<file path="config.mk">
export PLATFORM = sky130hd
export DESIGN_NAME = csf_serial_rx
export DESIGN_NICKNAME = d
export VERILOG_FILES = /design/src/rtl/csf_rx_pkg.sv /design/src/rtl/csf_sync.sv /design/src/rtl/csf_edge_det.sv /design/src/rtl/csf_shifter.sv /design/src/rtl/csf_serial_rx.sv
export SDC_FILE = /design/constraint.sdc
export NUM_CORES = 1
export LEC_CHECK = 0
export BUFFER_PORTS_ARGS = -buffer_cell sky130_fd_sc_hd__buf_2
export CAP_MARGIN = 20
export CELL_PAD_IN_SITES_DETAIL_PLACEMENT = 1
export CELL_PAD_IN_SITES_GLOBAL_PLACEMENT = 2
export CORE_UTILIZATION = 33
export DETAILED_ROUTE_END_ITERATION = 7
export PLACE_DENSITY = 0.77
export SETUP_SLACK_MARGIN = 0.3
export SYNTH_ARGS = -nofsm -noshare
export SYNTH_HDL_FRONTEND = slang
export SYNTH_SLANG_ARGS = --single-unit
</file>
<file path="constraint.sdc">
create_clock -name clk -period 1.3 [get_ports clk]
set_input_delay 0.13 -clock clk [delete_from_list [all_inputs] [get_ports clk]]
set_output_delay 0.13 -clock clk [all_outputs]
set_load 0.02 [all_outputs]
</file>
<file path="src/rtl/csf_rx_pkg.sv">
package csf_rx_pkg;

   // Asynchronous pin group carried through one synchronizer chain.
   typedef struct packed {
      logic cs_n;
      logic sclk;
      logic sdi;
      logic rs;
   } csf_pins_t;

   localparam int unsigned CSF_PIN_W = $bits(csf_pins_t);

   // Idle value: deselected, clock high, data low, instruction.
   localparam csf_pins_t CSF_PIN_IDLE = '{cs_n: 1'b1, sclk: 1'b1, sdi: 1'b0, rs: 1'b0};

endpackage

</file>
<file path="src/rtl/csf_sync.sv">
module csf_sync #(
   parameter int unsigned W      = 4,
   parameter int unsigned STAGES = 2,
   parameter logic [W-1:0] RST_VAL = '0
) (
   input  logic         clk,
   input  logic         rst_n,
   input  logic [W-1:0] d,
   output logic [W-1:0] q
);

   generate
      if (STAGES < 2) begin : g_bad_stages
         $error("csf_sync: STAGES must be at least 2");
      end
      if (W < 1) begin : g_bad_width
         $error("csf_sync: W must be at least 1");
      end
   endgenerate

   logic [W-1:0] stg [STAGES];

   generate
      for (genvar i = 0; i < STAGES; i++) begin : g_stage
         if (i == 0) begin : g_first
            always_ff @(posedge clk or negedge rst_n) begin
               if (!rst_n) stg[0] <= RST_VAL;
               else        stg[0] <= d;
            end
         end else begin : g_next
            always_ff @(posedge clk or negedge rst_n) begin
               if (!rst_n) stg[i] <= RST_VAL;
               else        stg[i] <= stg[i-1];
            end
         end
      end
   endgenerate

   assign q = stg[STAGES-1];

endmodule

</file>
<file path="src/rtl/csf_edge_det.sv">
module csf_edge_det #(
   parameter bit RISING = 1'b1
) (
   input  logic clk,
   input  logic rst_n,
   input  logic sig,
   input  logic enable,
   output logic pulse
);

   localparam logic PREV_RST = RISING ? 1'b1 : 1'b0;

   logic prev_q;
   logic raw_edge;

   always_ff @(posedge clk or negedge rst_n) begin
      if (!rst_n) prev_q <= PREV_RST;
      else        prev_q <= sig;
   end

   generate
      if (RISING) begin : g_rise
         assign raw_edge = sig & ~prev_q;
      end else begin : g_fall
         assign raw_edge = ~sig & prev_q;
      end
   endgenerate

   assign pulse = raw_edge & enable;

   AST_EDGE_SPACED: assert property (@(posedge clk) disable iff (!rst_n)
      pulse |=> !pulse);

endmodule

</file>
<file path="src/rtl/csf_shifter.sv">
module csf_shifter #(
   parameter int unsigned DATA_W    = 8,
   parameter bit          MSB_FIRST = 1'b1
) (
   input  logic              clk,
   input  logic              rst_n,
   input  logic              clr,
   input  logic              shift_en,
   input  logic              bit_in,
   input  logic              rs_in,
   output logic              vld,
   output logic [DATA_W-1:0] data,
   output logic              rs_flag
);

   localparam int unsigned   CNT_W = (DATA_W > 2) ? $clog2(DATA_W) : 1;
   localparam logic [CNT_W-1:0] LAST = CNT_W'(DATA_W - 1);

   generate
      if (DATA_W < 2) begin : g_bad_width
         $error("csf_shifter: DATA_W must be at least 2");
      end
   endgenerate

   logic [DATA_W-1:0] shift_q;
   logic [DATA_W-1:0] shift_nxt;
   logic [CNT_W-1:0]  cnt_q;
   logic              last_bit;

   generate
      if (MSB_FIRST) begin : g_msb
         assign shift_nxt = {shift_q[DATA_W-2:0], bit_in};
      end else begin : g_lsb
         assign shift_nxt = {bit_in, shift_q[DATA_W-1:1]};
      end
   endgenerate

   assign last_bit = (cnt_q == LAST);

   always_ff @(posedge clk or negedge rst_n) begin
      if (!rst_n) begin
         shift_q <= '0;
         cnt_q   <= '0;
         vld     <= 1'b0;
         data    <= '0;
         rs_flag <= 1'b0;
      end else begin
         vld <= 1'b0;
         if (clr) begin
            shift_q <= '0;
            cnt_q   <= '0;
         end else if (shift_en) begin
            shift_q <= shift_nxt;
            if (last_bit) begin
               cnt_q   <= '0;
               vld     <= 1'b1;
               data    <= shift_nxt;
               rs_flag <= rs_in;
            end else begin
               cnt_q <= cnt_q + 1'b1;
            end
         end
      end
   end

   AST_CLR_EMPTIES: assert property (@(posedge clk) disable iff (!rst_n)
      clr |=> (cnt_q == '0) && (shift_q == '0));

   AST_CNT_WRAPS: assert property (@(posedge clk) disable iff (!rst_n)
      vld |-> (cnt_q == '0));

   AST_VLD_SINGLE: assert property (@(posedge clk) disable iff (!rst_n)
      vld |=> !vld);

   AST_DATA_HELD: assert property (@(posedge clk) disable iff (!rst_n)
      !vld |-> ($stable(data) && $stable(rs_flag)));

endmodule

</file>
<file path="src/rtl/csf_serial_rx.sv">
module csf_serial_rx #(
   parameter int unsigned DATA_W      = 8,
   parameter int unsigned SYNC_STAGES = 2,
   parameter bit          MSB_FIRST   = 1'b1
) (
   input  logic              clk,
   input  logic              rst_n,
   input  logic              cs_n,
   input  logic              sclk,
   input  logic              sdi,
   input  logic              rs_sel,
   output logic              byte_vld,
   output logic [DATA_W-1:0] byte_data,
   output logic              byte_rs
);

   import csf_rx_pkg::*;

   csf_pins_t pins_raw;
   csf_pins_t pins_s;
   logic      sclk_rise;

   assign pins_raw = '{cs_n: cs_n, sclk: sclk, sdi: sdi, rs: rs_sel};

   csf_sync #(
      .W       (CSF_PIN_W),
      .STAGES  (SYNC_STAGES),
      .RST_VAL (CSF_PIN_IDLE)
   ) u_sync (
      .clk   (clk),
      .rst_n (rst_n),
      .d     (pins_raw),
      .q     (pins_s)
   );

   csf_edge_det #(
      .RISING (1'b1)
   ) u_edge (
      .clk    (clk),
      .rst_n  (rst_n),
      .sig    (pins_s.sclk),
      .enable (~pins_s.cs_n),
      .pulse  (sclk_rise)
   );

   csf_shifter #(
      .DATA_W    (DATA_W),
      .MSB_FIRST (MSB_FIRST)
   ) u_shift (
      .clk      (clk),
      .rst_n    (rst_n),
      .clr      (pins_s.cs_n),
      .shift_en (sclk_rise),
      .bit_in   (pins_s.sdi),
      .rs_in    (pins_s.rs),
      .vld      (byte_vld),
      .data     (byte_data),
      .rs_flag  (byte_rs)
   );

   AST_DESELECT_QUIET: assert property (@(posedge clk) disable iff (!rst_n)
      pins_s.cs_n |=> !byte_vld);

   AST_RS_CAPTURED: assert property (@(posedge clk) disable iff (!rst_n)
      byte_vld |-> (byte_rs == $past(pins_s.rs)));

endmodule

</file>
==> impl_results.md, run 1 <==
* Slew at the pin closest to its max-slew limit at 618.2 ps
* YS warnings at 0
* Register cell area after layout at 732.0 um2
* CP Class: reg -> reg
* Complex-gate fraction of the synthesized area at 4.773%
* Maximum resistive drop on vdd at 0.6728 mV
* Total half-perimeter wirelength after legalization and detailed placement at 1.218 mm
* Number of cell instances on the worst register-to-register path at 5
* GR Layer Usage met3 at 7.473%
* HP Class: in -> async
* Count of distinct cell types in the synthesized netlist at 14
* Peak Freq at 669.0 MHz
* Total number of clock tree sinks at 29
* Total chip power at 1.602 mW
* Synthesized-area fraction occupied by and/or/nand/nor cells at 10.98%
* Wire length per cell at 13.14 um
* Mean Syn Cell Area at 13.62 um2
* Part of the Yosys area used for sequential elements at 69.81%
* Floorplan die area at 3406 um2
* Skew final at 14.92 ps
* Adder and majority cell fraction of the synthesized area at 2.387%
* Most common library cell in the layout ignoring fill and taps: dfrtp_1
* Crit path DAT at 1700 ps
* DR DRC count at 0
* Final Setup Violations at 10
* Worst skew pair latency at 330 ps
* Leakage power summed over all cells at 0.7665 nW
* Dominant combinational cell family by area after synthesis: simple AND/OR/NAND/NOR gates
* Floorplan die width at 58.37 um
* Pre-Repair DR Iteration Count at 3
* Pin count of the biggest net entering global routing at 30
* Busiest layer in global routing: met2
* Share of cell area taken by muxes after synthesis at 9.666%
* Area post-placement at 1229 um2
* Number of antenna-violating nets in the routed design at 0
* Clk pin slew, worst setup/hold paths at 100 ps
* Top-Level Pins at 16
* Layout cells sized above 1 at 62.61%
* DRT Wirelength at 2.089 mm
* Setup repair after global routing missed its margin: true
* Placeable core region at 3028 um2
* Clock buffer depth at 2
* Net Count, Synth at 85
* CTS root buf: clkbuf_4
* GR Util met2 at 23.97%
* Vias in the first global route at 789
* Most frequent cells in the layout: 24 x dfrtp_1, 15 x buf_6, 10 x nand2_1, 10 x a21oi_2, 9 x buf_4
* Post-synthesis instance area at 1049 um2
* Final number of max-transition violations at 0
* Tmin final at 1495 ps
* Count of antenna diodes in the layout at 0
* Vias after detailed routing at 700
* Result of the run: finished, violations left
* Violated checks: negative setup slack
* Starting density of the core at 34.63%
* Global routing usage on met1 at 16.89%
* Cell Rows at 20
* Post-layout instance area at 1580 um2
* Fill cells at 300
* Worst path setup slack after routing at -194.7 ps
* Count of port buffers added during placement at 15
* Final Wtd Congestion at 0.6513
* Area growth syn-to-layout at 50.72%
* Multi-input gate area at 422.9 um2
* Worst max-slew margin expressed relative to the limit at 58.79%
* Xor/xnor cell area share of the yosys netlist at 0%
* Global router's overall resource usage at 15.18%
* Endpoint kind of the worst setup timing path: flop
* Number of nets in the final layout at 122
* CP Launch Type: flop
* Initial drt markers at 3
* Clock tree from TritonCTS: done
* Number of buffers inserted during clock tree synthesis at 5
* Fin. Hold Viols at 0
* H-tree depth at 2
* Period Utilization, post-route at 115.0%
* Cell area power density at 1013 nW/um2
* Post-synthesis instance total at 77
* Final worst hold slack at 343.6 ps
* WP data required at 1510 ps
* Wire length of the first global-routing pass at 3.567 mm
* Number of synthesized register bits at 29
* Total of max-cap violations at 0
* Via-to-Cell Ratio at 4.403
* Maximum net fanout on the critical path at 3
* Initial antenna violation count at 0
* Die span in y at 58.37 um
* GRT overflow at 0
## metal layers
layer  part of all wire [%]  wire [um]  vias to the layer above
met4                    1.8         38                        0
met1                     42        878                      347
li1                       -          -                      328
met2                     50       1048                       20
met3                    5.9        124                        5
met5                      0          0                        -
## worst max-delay path, stage by stage (launching register included)
cell and delay [ps]:
dfrtp_1 370, ha_2 190, ha_4 130, nor3b_4 210
buf_4 160, mux2_2 320
## where the power goes
part | leakage, nW | internal (mW) | switching (mW) | total (mW)
clock network | 0.0326 | 0.266 | 0.296 | 0.563
logic | 0.357 | 0.0454 | 0.0536 | 0.0990
registers | 0.377 | 0.927 | 0.0126 | 0.940
total | 0.767 | 1.24 | 0.363 | 1.60
## state kept, by name, indices dropped and copies added (netlist names)
signal	cells
u_edge.prev_q	1
u_shift.cnt_q	3
u_shift.data	8
u_shift.rs_flag	1
u_shift.shift_q	7
u_shift.vld	1
u_sync.q	4
u_sync.stg	4
## layout make-up
class                           count  share of cell area, %
Tap cell                           44                  3.484
Clock buffer                        8                  3.721
Sequential cell                    29                  46.32
Multi-Input combinational cell     44                  26.76
Timing Repair Buffer               34                  19.71
## synth_stat cells
| library cell | n | area (um2) |
|---|---|---|
| dfrtp_1 | 24 | 600.6 |
| nand2_1 | 18 | 67.56 |
| a21oi_1 | 10 | 50.05 |
| mux2_2 | 9 | 101.4 |
| dfstp_2 | 5 | 131.4 |
| buf_2 | 2 | 10.01 |
| ha_1 | 2 | 25.02 |
| and2b_1 | 1 | 7.510 |
| buf_6 | 1 | 11.26 |
| clkbuf_1 | 1 | 3.750 |
| nand2b_4 | 1 | 13.76 |
| nand3b_1 | 1 | 7.510 |
| nor3b_2 | 1 | 12.51 |
| or3_1 | 1 | 6.260 |
## worst paths after layout
check | from | end | slack (ps)
hold reg to reg | u_sync.stg[5] | u_sync.q[1] | 350
min in group clk | u_sync.stg[5] | u_sync.q[1] | 350
setup / recovery | u_shift.cnt_q[1] | u_shift.data[6] | -190
hold / removal | rst_n | u_shift.shift_q[0] | 340
max in group asynchronous | rst_n | u_shift.cnt_q[2] | 540
setup reg to reg | u_shift.cnt_q[1] | u_shift.data[6] | -190
## stage by stage
stage | worst slack [ps] | utilization [%] | instances | setup TNS [ps]
after global routing | -281.3 | 52.19 | 159 | -2532
after global placement | -182.3 | 40.58 | 140 | -1561
final | -194.7 | 52.19 | 159 | -1715
after detailed placement | -273.6 | 40.58 | 140 | -2298
after CTS | -210.3 | 50.45 | 157 | -1834
after floorplan | -94.48 | - | 77 | -850.3
## cell families (layout without fill, tap and decap cells)
kind of cell / Yosys count / after routing
AOI/OAI and AO/OA: 10 / 10
adders and majority gates: 2 / 2
buffers and inverters: 4 / 42
DFF: 29 / 29
muxes: 9 / 9
and+or+nand+nor: 23 / 23
## timing repair
action | 4_1_cts | 5_1_grt
hold buffers | 5 | 0
endpoints found under the hold margin | 28 | 0
setup buffers | 4 | 2
setup endpoints to repair | 30 | 30
pin swaps | 3 | 0
resized for setup | 48 | 8
No activity file was read; power rests on OpenSTA's default activity.
==> run 2, diff against run 1 <==
- ABC_AREA: not set -> 1
- CORE_UTILIZATION: 33 -> 31
- GPL_TIMING_DRIVEN: not set -> 0
- PLACE_DENSITY: 0.77 -> 0.78
==> impl_results.md, run 2 <==
* Result of the run: complete, no violations
* DR DRC count at 0
* Top-Level Pins at 16
* Pin count of the biggest net entering global routing at 30
* DRT Wirelength at 2.827 mm
* H-tree depth at 2
* Share of total power in combinational logic at 7.9%
* CP Class: reg -> reg
* Layout cells sized above 1 at 38.89%
* Cell area power density at 1001 nW/um2
* Period Utilization, post-route at 92.44%
* Post-synthesis instance total at 102
* Number of flops mapped to enable cells by yosys at 0
* Main synth FF type: dfrtp_1
* Worst max-slew margin expressed relative to the limit at 57.87%
* GRT overflow at 0
* Starting density of the core at 32.36%
* Most used standard cell by instance count after synthesis: nand2_1
* Worst skew pair latency at 330 ps
* Pre-CTS setup slack at 5.161 ps
* CP Cell Sequence: ha_2 > ha_4 > buf_4 > nor2_4 > nand2_1 > nand2_1
* Final Wtd Congestion at 0.6720
* Peak Freq at 832.2 MHz
* Largest delay share family, worst path: flip-flops
* Initial drt markers at 16
* Count of port buffers added during placement at 15
* Initial antenna violation count at 0
* Total half-perimeter wirelength after legalization and detailed placement at 1.450 mm
* Final TNS setup at 0 ps
* Setup repair after global routing missed its margin: true
* CP Launch Type: flop
* Skew final at 13.44 ps
* Bufs and invs on worst path at 1
* Cell repeated most along the worst path: nand2_1
* Die span in y at 61.02 um
* Maximum net fanout on the critical path at 4
* Crit path DAT at 1460 ps
* Part of the Yosys area used for sequential elements at 67.79%
* WP data required at 1560 ps
* Leading post-synthesis cells by cell area: dfrtp_1 56%, nand2_1 13%, dfstp_2 12%
* Net Count, Synth at 110
* Cell-internal power at 1.183 mW
* Placeable core region at 3337 um2
* Post-synthesis instance area at 1080 um2
* HP Class: in -> async
* Share of flip-flops with an asynchronous set or reset after synthesis at 100.0%
* Registers with the most flip-flops: u_shift.data x8, u_shift.shift_q x7
* Global router's overall resource usage at 16.86%
* Via-to-Cell Ratio at 4.779
* Max reg flops at 8
* Total number of clock tree sinks at 29
* Fin. Hold Viols at 0
* Mean Syn Cell Area at 10.59 um2
* Cell Rows at 21
* Max stage delay on crit path at 410 ps
* Total of max-cap violations at 0
* Switching portion of total power at 25.11%
* Area growth syn-to-layout at 46.12%
* Top-area cell type share of the netlist area at 55.62%
* Number of buffers inserted during clock tree synthesis at 5
* Vias after detailed routing at 908
* Final Setup Violations at 0
* Final number of max-transition violations at 0
* Floorplan die width at 61.02 um
* Leakage power summed over all cells at 0.8170 nW
* Worst path setup slack after routing at 98.29 ps
* Number of nets in the final layout at 151
* Floorplan die area at 3723 um2
* Flop pwr share at 59.7%
* Clock buffer depth at 2
* Number of antenna-violating nets in the routed design at 0
* Cell taking the most area after synthesis: dfrtp_1
* Switching power at 0.3966 mW
* Endpoint kind of the worst setup timing path: flop
* Pre-Repair DR Iteration Count at 4
* Clock tree from TritonCTS: done
* Number of synthesized register bits at 29
* Synth top cells by count: 38 x nand2_1, 24 x dfrtp_1, 10 x nand3_1, 10 x nand4_1
* Wire length of the first global-routing pass at 4.229 mm
* Clk pin slew, worst setup/hold paths at 90 ps
* Tmin final at 1202 ps
* Count of antenna diodes in the layout at 0
* Count of distinct cell types in the synthesized netlist at 11
* Cell with the largest stage delay on the worst path: dfrtp_1
* Most common library cell in the layout ignoring fill and taps: nand2_1
* Most frequent cells in the layout: 37 x nand2_1, 24 x dfrtp_1, 14 x buf_6
* Vias in the first global route at 895
* Register containing the most flip-flops in the final layout: u_shift.data
* Slew at the pin closest to its max-slew limit at 632.0 ps
* CTS root buf: clkbuf_4
* Wire length per cell at 14.88 um
* Total chip power at 1.579 mW
* Portion of total power attributed to the clock network at 32.4%
* Maximum resistive drop on vdd at 0.6122 mV
* YS warnings at 0
==> run 2: routing by layer <==
metal,vias up,share of wire (%),GRT usage (%)
li1,423,-,-
met1,450,40,18.40
met2,25,52,27.64
met3,10,5.6,6.933
met4,0,3.1,9.740
met5,-,0,0
==> run 2: path summary, 6_finish.rpt <==
| path | from | to | slack (ps) | cells after the start |
|---|---|---|---|---|
| worst max register to register | u_shift.cnt_q[1] | u_shift.cnt_q[0] | 100 | 6 |
| worst min-delay path | rst_n | u_shift.vld | 360 | 2 |
| min in group clk | u_sync.stg[5] | u_sync.q[1] | 360 | 0 |
| max in group asynchronous | rst_n | u_shift.cnt_q[0] | 510 | 2 |
| worst max-delay path | u_shift.cnt_q[1] | u_shift.cnt_q[0] | 100 | 6 |
| worst min register to register | u_sync.stg[5] | u_sync.q[1] | 360 | 0 |
==> run 2: cell families (layout without fill, tap and decap cells) <==
logic type | Yosys count | in the layout | share of synthesized area (%)
and+or+nand+nor | 62 | 65 | 26.30
DFF | 29 | 29 | 67.79
buffers and inverters | 9 | 48 | 3.592
adders and majority gates | 2 | 2 | 2.317
==> run 2: through the flow <==
stage	hold WS [ps]	cell area, um2	std cells	utilization (%)
2_1_floorplan	-165.6	1126	102	-
3_3_place_gp	177.6	1259	163	37.72
3_5_place_dp	191.9	1259	163	37.72
4_1_cts	359.7	1489	183	44.62
5_1_grt	363.4	1578	190	47.28
6_report	356.2	1578	190	47.28
==> run 2: cell type report <==
cell class,instances,area (um2)
fill,384,1759
sequential,29,732.0
multi-input combinational,67,402.9
timing repair buffer,31,274.0
tap,46,57.56
clock buffer,6,41.29
buffer,4,38.79
inverter,5,21.27
clock inverter,2,10.01
==> run 2: power by group through the flow <==
stage / Sequential (mW) / Combinational (mW) / Clock, mW
global placement: 0.957 / 0.0714 / 0
CTS: 0.943 / 0.103 / 0.537
global route: 0.945 / 0.137 / 0.572
floorplan: 0.955 / 0.0372 / 0
detailed placement: 0.958 / 0.0737 / 0
finish: 0.943 / 0.124 / 0.512
==> run 2: repair_timing <==
action,in CTS,in global routing
buffers inserted,5,5
endpoints found under the hold margin,28,0
gates cloned,2,2
pin swaps,3,7
setup endpoints to repair,30,30
gates resized for setup,23,10
hold buffers,5,0
